### src/rtl/zpw_pkg.sv
package zpw_pkg;
  localparam int CHAN_W  = 16;
  localparam int FIELD_W = 5;
  localparam int WORD_W  = 16;

  typedef enum logic {ST_IDLE, ST_RUN} span_state_t;
endpackage

### src/rtl/zpw_color_pack.sv
module zpw_color_pack #(
  parameter int CH_W = zpw_pkg::CHAN_W,
  parameter int FW   = zpw_pkg::FIELD_W
) (
  input  logic [CH_W-1:0]         red,
  input  logic [CH_W-1:0]         grn,
  input  logic [CH_W-1:0]         blu,
  output logic [zpw_pkg::WORD_W-1:0] word
);
  localparam int NCH = 3;
  logic [CH_W-1:0] chan [NCH];
  logic [FW-1:0]   fld  [NCH];

  assign chan[0] = blu;
  assign chan[1] = grn;
  assign chan[2] = red;

  // keep the most significant bits of every channel
  for (genvar c = 0; c < NCH; c++) begin : g_trunc
    assign fld[c] = chan[c][CH_W-1 -: FW];
  end

  assign word = {1'b0, fld[2], fld[1], fld[0]};
endmodule

### src/rtl/zpw_depth_test.sv
module zpw_depth_test #(
  parameter int Z_W = 32
) (
  input  logic [Z_W-1:0] z_new,
  input  logic [Z_W-1:0] z_old,
  output logic           pass
);
  // unsigned, strict: ties keep the stored pixel
  assign pass = z_new > z_old;
endmodule

### src/rtl/zpw_span_ctrl.sv
module zpw_span_ctrl #(
  parameter int AW       = 32,
  parameter int CNT_W    = 16,
  parameter int COL_STEP = 2,
  parameter int Z_STEP   = 4
) (
  input  logic             clk,
  input  logic             rst_n,
  input  logic             start,
  input  logic [AW-1:0]    col_base,
  input  logic [AW-1:0]    z_base,
  input  logic [CNT_W-1:0] len,
  input  logic             advance,
  output logic             busy,
  output logic             done,
  output logic [AW-1:0]    col_addr,
  output logic [AW-1:0]    z_addr
);
  import zpw_pkg::*;

  localparam logic [AW-1:0]    COL_INC = AW'(COL_STEP);
  localparam logic [AW-1:0]    Z_INC   = AW'(Z_STEP);
  localparam logic [CNT_W-1:0] ONE     = CNT_W'(1);

  span_state_t      state;
  logic [CNT_W-1:0] remain;

  always_ff @(posedge clk or negedge rst_n) begin
    if (!rst_n) begin
      state    <= ST_IDLE;
      remain   <= '0;
      col_addr <= '0;
      z_addr   <= '0;
      done     <= 1'b0;
    end else begin
      done <= 1'b0;
      if (state == ST_IDLE) begin
        if (start) begin
          if (len == '0) begin
            done <= 1'b1;
          end else begin
            state    <= ST_RUN;
            remain   <= len;
            col_addr <= col_base;
            z_addr   <= z_base;
          end
        end
      end else if (advance) begin
        col_addr <= col_addr + COL_INC;
        z_addr   <= z_addr + Z_INC;
        remain   <= remain - ONE;
        if (remain == ONE) begin
          state <= ST_IDLE;
          done  <= 1'b1;
        end
      end
    end
  end

  assign busy = (state == ST_RUN);
endmodule

### src/rtl/zpw_wr_slot.sv
module zpw_wr_slot #(
  parameter int AW = 32,
  parameter int DW = 16
) (
  input  logic          clk,
  input  logic          rst_n,
  input  logic          load,
  input  logic [AW-1:0] ld_addr,
  input  logic [DW-1:0] ld_data,
  input  logic          out_ready,
  output logic          out_valid,
  output logic [AW-1:0] out_addr,
  output logic [DW-1:0] out_data,
  output logic          can_take
);
  assign can_take = !out_valid || out_ready;

  always_ff @(posedge clk or negedge rst_n) begin
    if (!rst_n) begin
      out_valid <= 1'b0;
      out_addr  <= '0;
      out_data  <= '0;
    end else if (load) begin
      out_valid <= 1'b1;
      out_addr  <= ld_addr;
      out_data  <= ld_data;
    end else if (out_ready) begin
      out_valid <= 1'b0;
    end
  end
endmodule

### src/rtl/zpw_write_stage.sv
module zpw_write_stage #(
  parameter int AW    = 32,
  parameter int CNT_W = 16,
  parameter int CH_W  = zpw_pkg::CHAN_W,
  parameter int Z_W   = 32
) (
  input  logic                      clk,
  input  logic                      rst_n,
  input  logic                      span_start,
  input  logic [AW-1:0]             span_col_base,
  input  logic [AW-1:0]             span_z_base,
  input  logic [CNT_W-1:0]          span_len,
  output logic                      span_busy,
  output logic                      span_done,
  input  logic                      pix_valid,
  output logic                      pix_ready,
  input  logic [CH_W-1:0]           pix_red,
  input  logic [CH_W-1:0]           pix_grn,
  input  logic [CH_W-1:0]           pix_blu,
  input  logic [Z_W-1:0]            pix_z,
  input  logic [Z_W-1:0]            pix_zbuf,
  output logic                      col_wr_valid,
  input  logic                      col_wr_ready,
  output logic [AW-1:0]             col_wr_addr,
  output logic [zpw_pkg::WORD_W-1:0] col_wr_data,
  output logic                      dep_wr_valid,
  input  logic                      dep_wr_ready,
  output logic [AW-1:0]             dep_wr_addr,
  output logic [Z_W-1:0]            dep_wr_data
);
  localparam int CW = zpw_pkg::WORD_W;

  logic          take_pix;
  logic          z_pass;
  logic          store;
  logic          col_free, dep_free;
  logic [CW-1:0] packed_col;
  logic [AW-1:0] cur_col_addr, cur_z_addr;

  zpw_span_ctrl #(.AW(AW), .CNT_W(CNT_W), .COL_STEP(CW/8), .Z_STEP(Z_W/8)) u_ctrl (
    .clk      (clk),
    .rst_n    (rst_n),
    .start    (span_start),
    .col_base (span_col_base),
    .z_base   (span_z_base),
    .len      (span_len),
    .advance  (take_pix),
    .busy     (span_busy),
    .done     (span_done),
    .col_addr (cur_col_addr),
    .z_addr   (cur_z_addr)
  );

  zpw_color_pack #(.CH_W(CH_W)) u_pack (
    .red  (pix_red),
    .grn  (pix_grn),
    .blu  (pix_blu),
    .word (packed_col)
  );

  zpw_depth_test #(.Z_W(Z_W)) u_ztest (
    .z_new (pix_z),
    .z_old (pix_zbuf),
    .pass  (z_pass)
  );

  assign pix_ready = span_busy && col_free && dep_free;
  assign take_pix  = pix_valid && pix_ready;
  assign store     = take_pix && z_pass;

  zpw_wr_slot #(.AW(AW), .DW(CW)) u_col_slot (
    .clk       (clk),
    .rst_n     (rst_n),
    .load      (store),
    .ld_addr   (cur_col_addr),
    .ld_data   (packed_col),
    .out_ready (col_wr_ready),
    .out_valid (col_wr_valid),
    .out_addr  (col_wr_addr),
    .out_data  (col_wr_data),
    .can_take  (col_free)
  );

  zpw_wr_slot #(.AW(AW), .DW(Z_W)) u_dep_slot (
    .clk       (clk),
    .rst_n     (rst_n),
    .load      (store),
    .ld_addr   (cur_z_addr),
    .ld_data   (pix_z),
    .out_ready (dep_wr_ready),
    .out_valid (dep_wr_valid),
    .out_addr  (dep_wr_addr),
    .out_data  (dep_wr_data),
    .can_take  (dep_free)
  );
endmodule

### config.mk
export PLATFORM = sky130hd
export DESIGN_NAME = zpw_write_stage
export DESIGN_NICKNAME = d
export VERILOG_FILES = /design/src/rtl/zpw_pkg.sv /design/src/rtl/zpw_color_pack.sv /design/src/rtl/zpw_depth_test.sv /design/src/rtl/zpw_span_ctrl.sv /design/src/rtl/zpw_wr_slot.sv /design/src/rtl/zpw_write_stage.sv
export SDC_FILE = /design/constraint.sdc
export NUM_CORES = 1
export LEC_CHECK = 0
export CORE_UTILIZATION = 47
export CTS_CLUSTER_DIAMETER = 120
export DETAILED_ROUTE_END_ITERATION = 8
export PLACE_DENSITY_LB_ADDON = 0.05
export RECOVER_POWER = 50
export SYNTH_ARGS = -nofsm -noshare
export SYNTH_HDL_FRONTEND = slang
export SYNTH_SLANG_ARGS = --single-unit
### constraint.sdc
create_clock -name clk -period 2.53 [get_ports clk]
set_input_delay 0.3795 -clock clk [delete_from_list [all_inputs] [get_ports clk]]
set_output_delay 0.3795 -clock clk [all_outputs]
set_load 0.05 [all_outputs]
==> Word-level counts from Yosys, hierarchy flattened <==
Cells that the tools add are included.
{ "classes": {"addsub": 3, "multipliers": 0, "n_div": 0, "n_lt_le_gt_ge": 1, "n_eq_ne": 3, "shifts": 0, "muxes": 26, "bitwise": 0, "reduce_logical": 13} }
{ "op_table": {"columns": ["operator", "n"], "rows": [
  ["$mux W32", 8],
  ["$mux W16", 4],
  ["$add A32 B2 Y32 const B", 1],
  ["$add A32 B3 Y32 const B", 1],
  ["$gt A32 B32 Y1", 1],
  ["$eq A16 B1 Y1 const B", 1],
  ["$logic_not A16 Y1", 1],
  ["$sub A16 B1 Y16 const B", 1],
  ["$mux W1", 14],
  ["$reduce_bool A2 Y1", 3],
  ["$logic_and A1 B1 Y1", 4],
  ["$reduce_and A3 Y1", 1],
  ["$logic_not A1 Y1", 2],
  ["$logic_or A1 B1 Y1", 2],
  ["$ne A2 B1 Y1 const B", 1],
  ["$ne A2 B2 Y1 const B", 1]
]} }
{ "word_totals": {"register_bits": 195, "latchBits": 0, "mem_bits_rw": 0, "mem_bits_ro": 0, "in_bits": 198, "output_inout_bits": 117, "word_cells": 57, "mem_count": 0} }

==> Logic depth before layout (Yosys ltp) <==
{ "logic_depth": {"ltp_word": 7, "mapped_depth": 10, "ltp_nobuf": 8} }

==> Cells and area by module <==
Synthesis repeated with hierarchy kept, for this count alone.
{ "hier_totals": {"hier_cells": 1011, "hier_area_um2": 10686.5} }
{ "modules_own_cells": {"columns": ["mod", "n_inst", "cells_per_inst", "area_per_inst_um2", "seq_area_each_um2"], "rows": [
  ["zpw_span_ctrl", 1, 637, 5258.8, 2052.0],
  ["zpw_wr_slot (u_dep_slot)", 1, 138, 2616.3, 1626.6],
  ["zpw_wr_slot (u_col_slot)", 1, 104, 1858.0, 1226.2],
  ["zpw_depth_test", 1, 112, 805.8, 0.0],
  ["zpw_color_pack", 1, 17, 123.9, 0.0],
  ["zpw_write_stage", 1, 3, 23.8, 0.0]
]} }

==> Least setup slack after synthesis <==
No wires, ideal clock.
{ "synth_timing": {"path_kind": "input to register", "start": "input port pix_zbuf[31]", "end": "register u_col_slot.out_addr[0]", "t_arrival_ns": 2.152, "t_required_ns": 2.402, "path_slack_ns": 0.250, "cell_stages": 10, "path_buffers": 2, "path_cell_list": "inv_1 > ha_1 > nand4_1 > or2_0 > or3_1 > nand4_1 > o21ai_2 > buf_6 > buf_6 > mux2_1"} }
{ "synth_between": {"elab_chain_len": 2} }
{ "synth_rtl": {"columns": ["element", "line_no", "text"], "rows": [
  ["start, declared", "zpw_write_stage.sv:21", "input logic [Z_W-1:0] pix_zbuf,"],
  ["$gt A32 B32 Y1", "zpw_depth_test.sv:9", "assign pass = z_new > z_old;"],
  ["$logic_and A1 B1 Y1", "zpw_write_stage.sv:69", "assign store = take_pix && z_pass;"],
  ["end signal, assigned", "zpw_wr_slot.sv:25", "out_addr <= ld_addr;"],
  ["end, declared", "zpw_wr_slot.sv:12", "output logic [AW-1:0] out_addr,"]
]} }
Every way passes these cells.
A chain may end at the register's enable or synchronous reset.

==> Worst setup path in the final report <==
{ "layout_timing": {"start": "input port pix_zbuf[18]", "end": "register u_dep_slot.out_addr[25]"} }
{ "layout_between": {"elab_chain_len": 2} }
{ "layout_rtl": {"columns": ["element", "line_no"], "rows": [
  ["$gt A32 B32 Y1", "zpw_depth_test.sv:9"],
  ["$logic_and A1 B1 Y1", "zpw_write_stage.sv:69"],
  ["end signal, assigned", "zpw_wr_slot.sv:25"],
  ["end, declared", "zpw_wr_slot.sv:12"]
]} }
Every way passes these cells.

==> results.ini <==
[run_status]
status=complete, no violations

[pwr]
p_leak_nw=6.69
power_mw=10.1
power_frac_clock_pct=26.5
internal_power_mw=6.30
switching_share_pct=37.5
power_frac_comb_pct=35.3
p_sw_mw=3.77
power_density_nw_per_um2=695
ir_drop_v=0.000495
p_seq_share_pct=38.2

[hold_path]
hold_path.class=in -> reg
min_from=pix_z[28]
min_path_cells=2
hold-path-endpoint=u_dep_slot.out_data[28]

[timing]
fin_crit_ns=2.51
hold_ws_ns=0.221
maxSlewHeadroom_pct=20.1
fmax_ghz=0.399
setup-violations-final=0
finalCritPeriodShare_pct=99.1
fin_tns_setup_ns=0
finClkSkew_ns=0.0187
worst_pin_slew_ns=1.20
hold_viol_final=0
drv_slew=0
setup_ws_ns=0.0233

[worst_setup_path]
worstPathRequired_ns=2.85
rr_worst_depth=6
end_kind=register
r2r_start=u_ctrl.busy
crit_fanout=5
startpoint_type=input port
path_class=in -> reg
r2r_end=u_ctrl.z_addr[6]
cp.arrival_ns=2.83
rrSetupSlack_ns=0.23

[cells_and_area]
fin_cells=1547
nets=1497
final_cell_mix=dfrtp_1, clkdlybuf4s50_1, a21oi_1
post-route-util_pct=71.0
final_common_cell=dfrtp_1
fillers=1571
final_area_um2=14500
area_growth_pct=46.3
layout-drive-gt1-share_pct=16.4

[synthesis]
ys.flop_type=dfrtp_1
yosysUniqueCellTypes=55
synth_nets=1171
synth_top_area_cell=dfrtp_1
synth.area.top_cells=dfrtp_1, mux2_1, mux2_2
synth.top_cell.area_share_pct=49.3
seq_area_frac_synth_pct=49.3
async_flop_share_pct=100
synth_area_um2=9900
yosys_warnings=0
synth_edf_count=0
synthCells=937
synth.avg_cell_area_um2=10.6
synth_seq_cells=195

[route]
drc=0
vias_per_cell=5.56
antenna_left=0
avgRoutedWirePerCell_um=18.4
drt_iter0_drc=560
dr.pass1.iters=4
routed_wl_um=28500
via_count=8597

[floorplanning]
initial_core_util_pct=48.5
die_w_um=147
die_h_um=147
pin_count=315
coreArea_um2=20400
die-area_um2=21700
placementRows=52

[clock_network]
cts_sinks=195
htree_num_levels=4
cts_root_buf=clkbuf_16
clock_latency_ns=0.44
cts_tree=done
cts_buffers=17
clk_path_buf_depth=2
clkSlewWorstSetupHoldPaths_ns=0.08

[global_route]
grtUsageMet3_pct=7.67
first_global_vias=8309
grt_max_degree=67
grt_first_pass_wirelength_um=44700
grt_usage_pct=26.3
met2_usage_pct=41.7
use_met1_pct=35.5
grt_overflow=0
antenna_found_initial=3
grt-busiest-layer=met2

[placed_design]
pre_cts_slack_ns=-0.581
dp_cells=1498
placed_area_um2=13400
gp_congestion=0.885
dp.final_hpwl_um=19500
port_buffers=280

[job]
max-cap-violations=0

## timing repair
action                     4_1_cts  5_1_grt
gates cloned                     3        1
resized for setup               44       48
pin swaps                       14       23
hold buffers                     1        0
hold endpoints to repair        63        0
setup buffers                   10        3
setup endpoints to repair       89      112
## power by group through the flow
stage / Sequential [mW] / Clock (mW) / Combinational (mW)
after floorplan: 5.06 / 0 / 0.897
after global placement: 3.89 / 0 / 3.45
after detailed placement: 3.91 / 0 / 3.50
after CTS: 3.85 / 2.73 / 3.60
after global routing: 3.92 / 2.86 / 3.76
final: 3.85 / 2.67 / 3.55
## cell usage after synthesis, types with 2 or more instances
master	n
mux2_1	68
buf_1	7
nand2_1	51
dfrtp_1	195
nor2_1	37
o31a_1	2
a31o_2	3
or3_1	4
o22ai_1	62
nor4_1	10
nand3_1	57
a221oi_1	5
and4_1	6
a21oi_1	87
inv_1	45
nor2b_1	4
a31oi_1	3
mux2i_1	27
o211ai_1	2
nand4_1	21
a41o_1	2
nor3_1	7
o21ai_0	46
mux2_2	46
ha_1	36
and3_1	16
nor2_2	2
and2_1	4
clkbuf_1	27
nor4_2	2
a21o_1	9
buf_6	8
buf_2	8
o21a_1	2
nand2b_1	6
## registers in the layout (all words and copies together) (netlist names), 15 cells and up
register,flops
u_dep_slot.out_data,32
u_ctrl.z_addr,32
u_dep_slot.out_addr,32
u_col_slot.out_data,15
u_ctrl.remain,16
u_ctrl.col_addr,32
u_col_slot.out_addr,32
## critical path, stage by stage
cell and delay, ns:
clkdlybuf4s50_1 0.45, inv_1 0.06, ha_4 0.22, a41o_1 0.24, a21oi_1 0.12, or3_1 0.14, nand4_1 0.17, o21ai_4 0.20
buf_6 0.14, buf_12 0.13, buf_12 0.12, clkbuf_16 0.13, mux2_2 0.32
## cell families (layout without fill, tap and decap cells)
| logic type | Yosys count | in the layout | share of synthesized area (%) |
|---|---|---|---|
| buffers and inverters | 96 | 435 | 4.38 |
| DFF | 195 | 195 | 49.3 |
| other | 1 | 2 | 0.0379 |
| muxes | 141 | 141 | 15.7 |
| and+or+nand+nor | 236 | 236 | 12.4 |
| AOI/OAI and AO/OA | 232 | 232 | 13.7 |
| adders and majority gates | 36 | 36 | 4.55 |
## area by class of cell
cell class	instances	area, µm²	area share [%]
Multi-Input combinational cell	646	4890	33.7
Sequential cell	195	4880	33.7
Timing Repair Buffer	358	3630	25.1
Clock buffer	19	443	3.06
Tap cell	270	338	2.33
Inverter	45	169	1.17
Clock inverter	13	139	0.958
Antenna cell	1	2.50	0.0173
## worst max-delay path by stage
stage | start | to | slack, ns | depth (start not counted)
4_1_cts | pix_zbuf[8] | u_dep_slot.out_addr[22] | -0.005 | 14
6_report | pix_zbuf[18] | u_dep_slot.out_addr[25] | 0.02 | 13
2_1_floorplan | pix_zbuf[31] | u_col_slot.out_addr[0] | 0.25 | 10
5_1_grt | pix_zbuf[18] | u_dep_slot.out_addr[24] | -0.06 | 13
3_5_place_dp | pix_zbuf[11] | u_col_slot.out_addr[31] | -0.58 | 11
3_3_place_gp | pix_zbuf[31] | u_col_slot.out_addr[31] | -0.55 | 10
## routing by layer
layer / part of all wire (%) / wire length (µm) / vias to the layer above
met5: 0.11 / 31 / -
met4: 1.2 / 335 / 4
met3: 7.6 / 2160 / 24
met2: 48 / 13600 / 286
met1: 44 / 12400 / 4161
li1: - / - / 4122
Power figures use the tool's default switching activity.
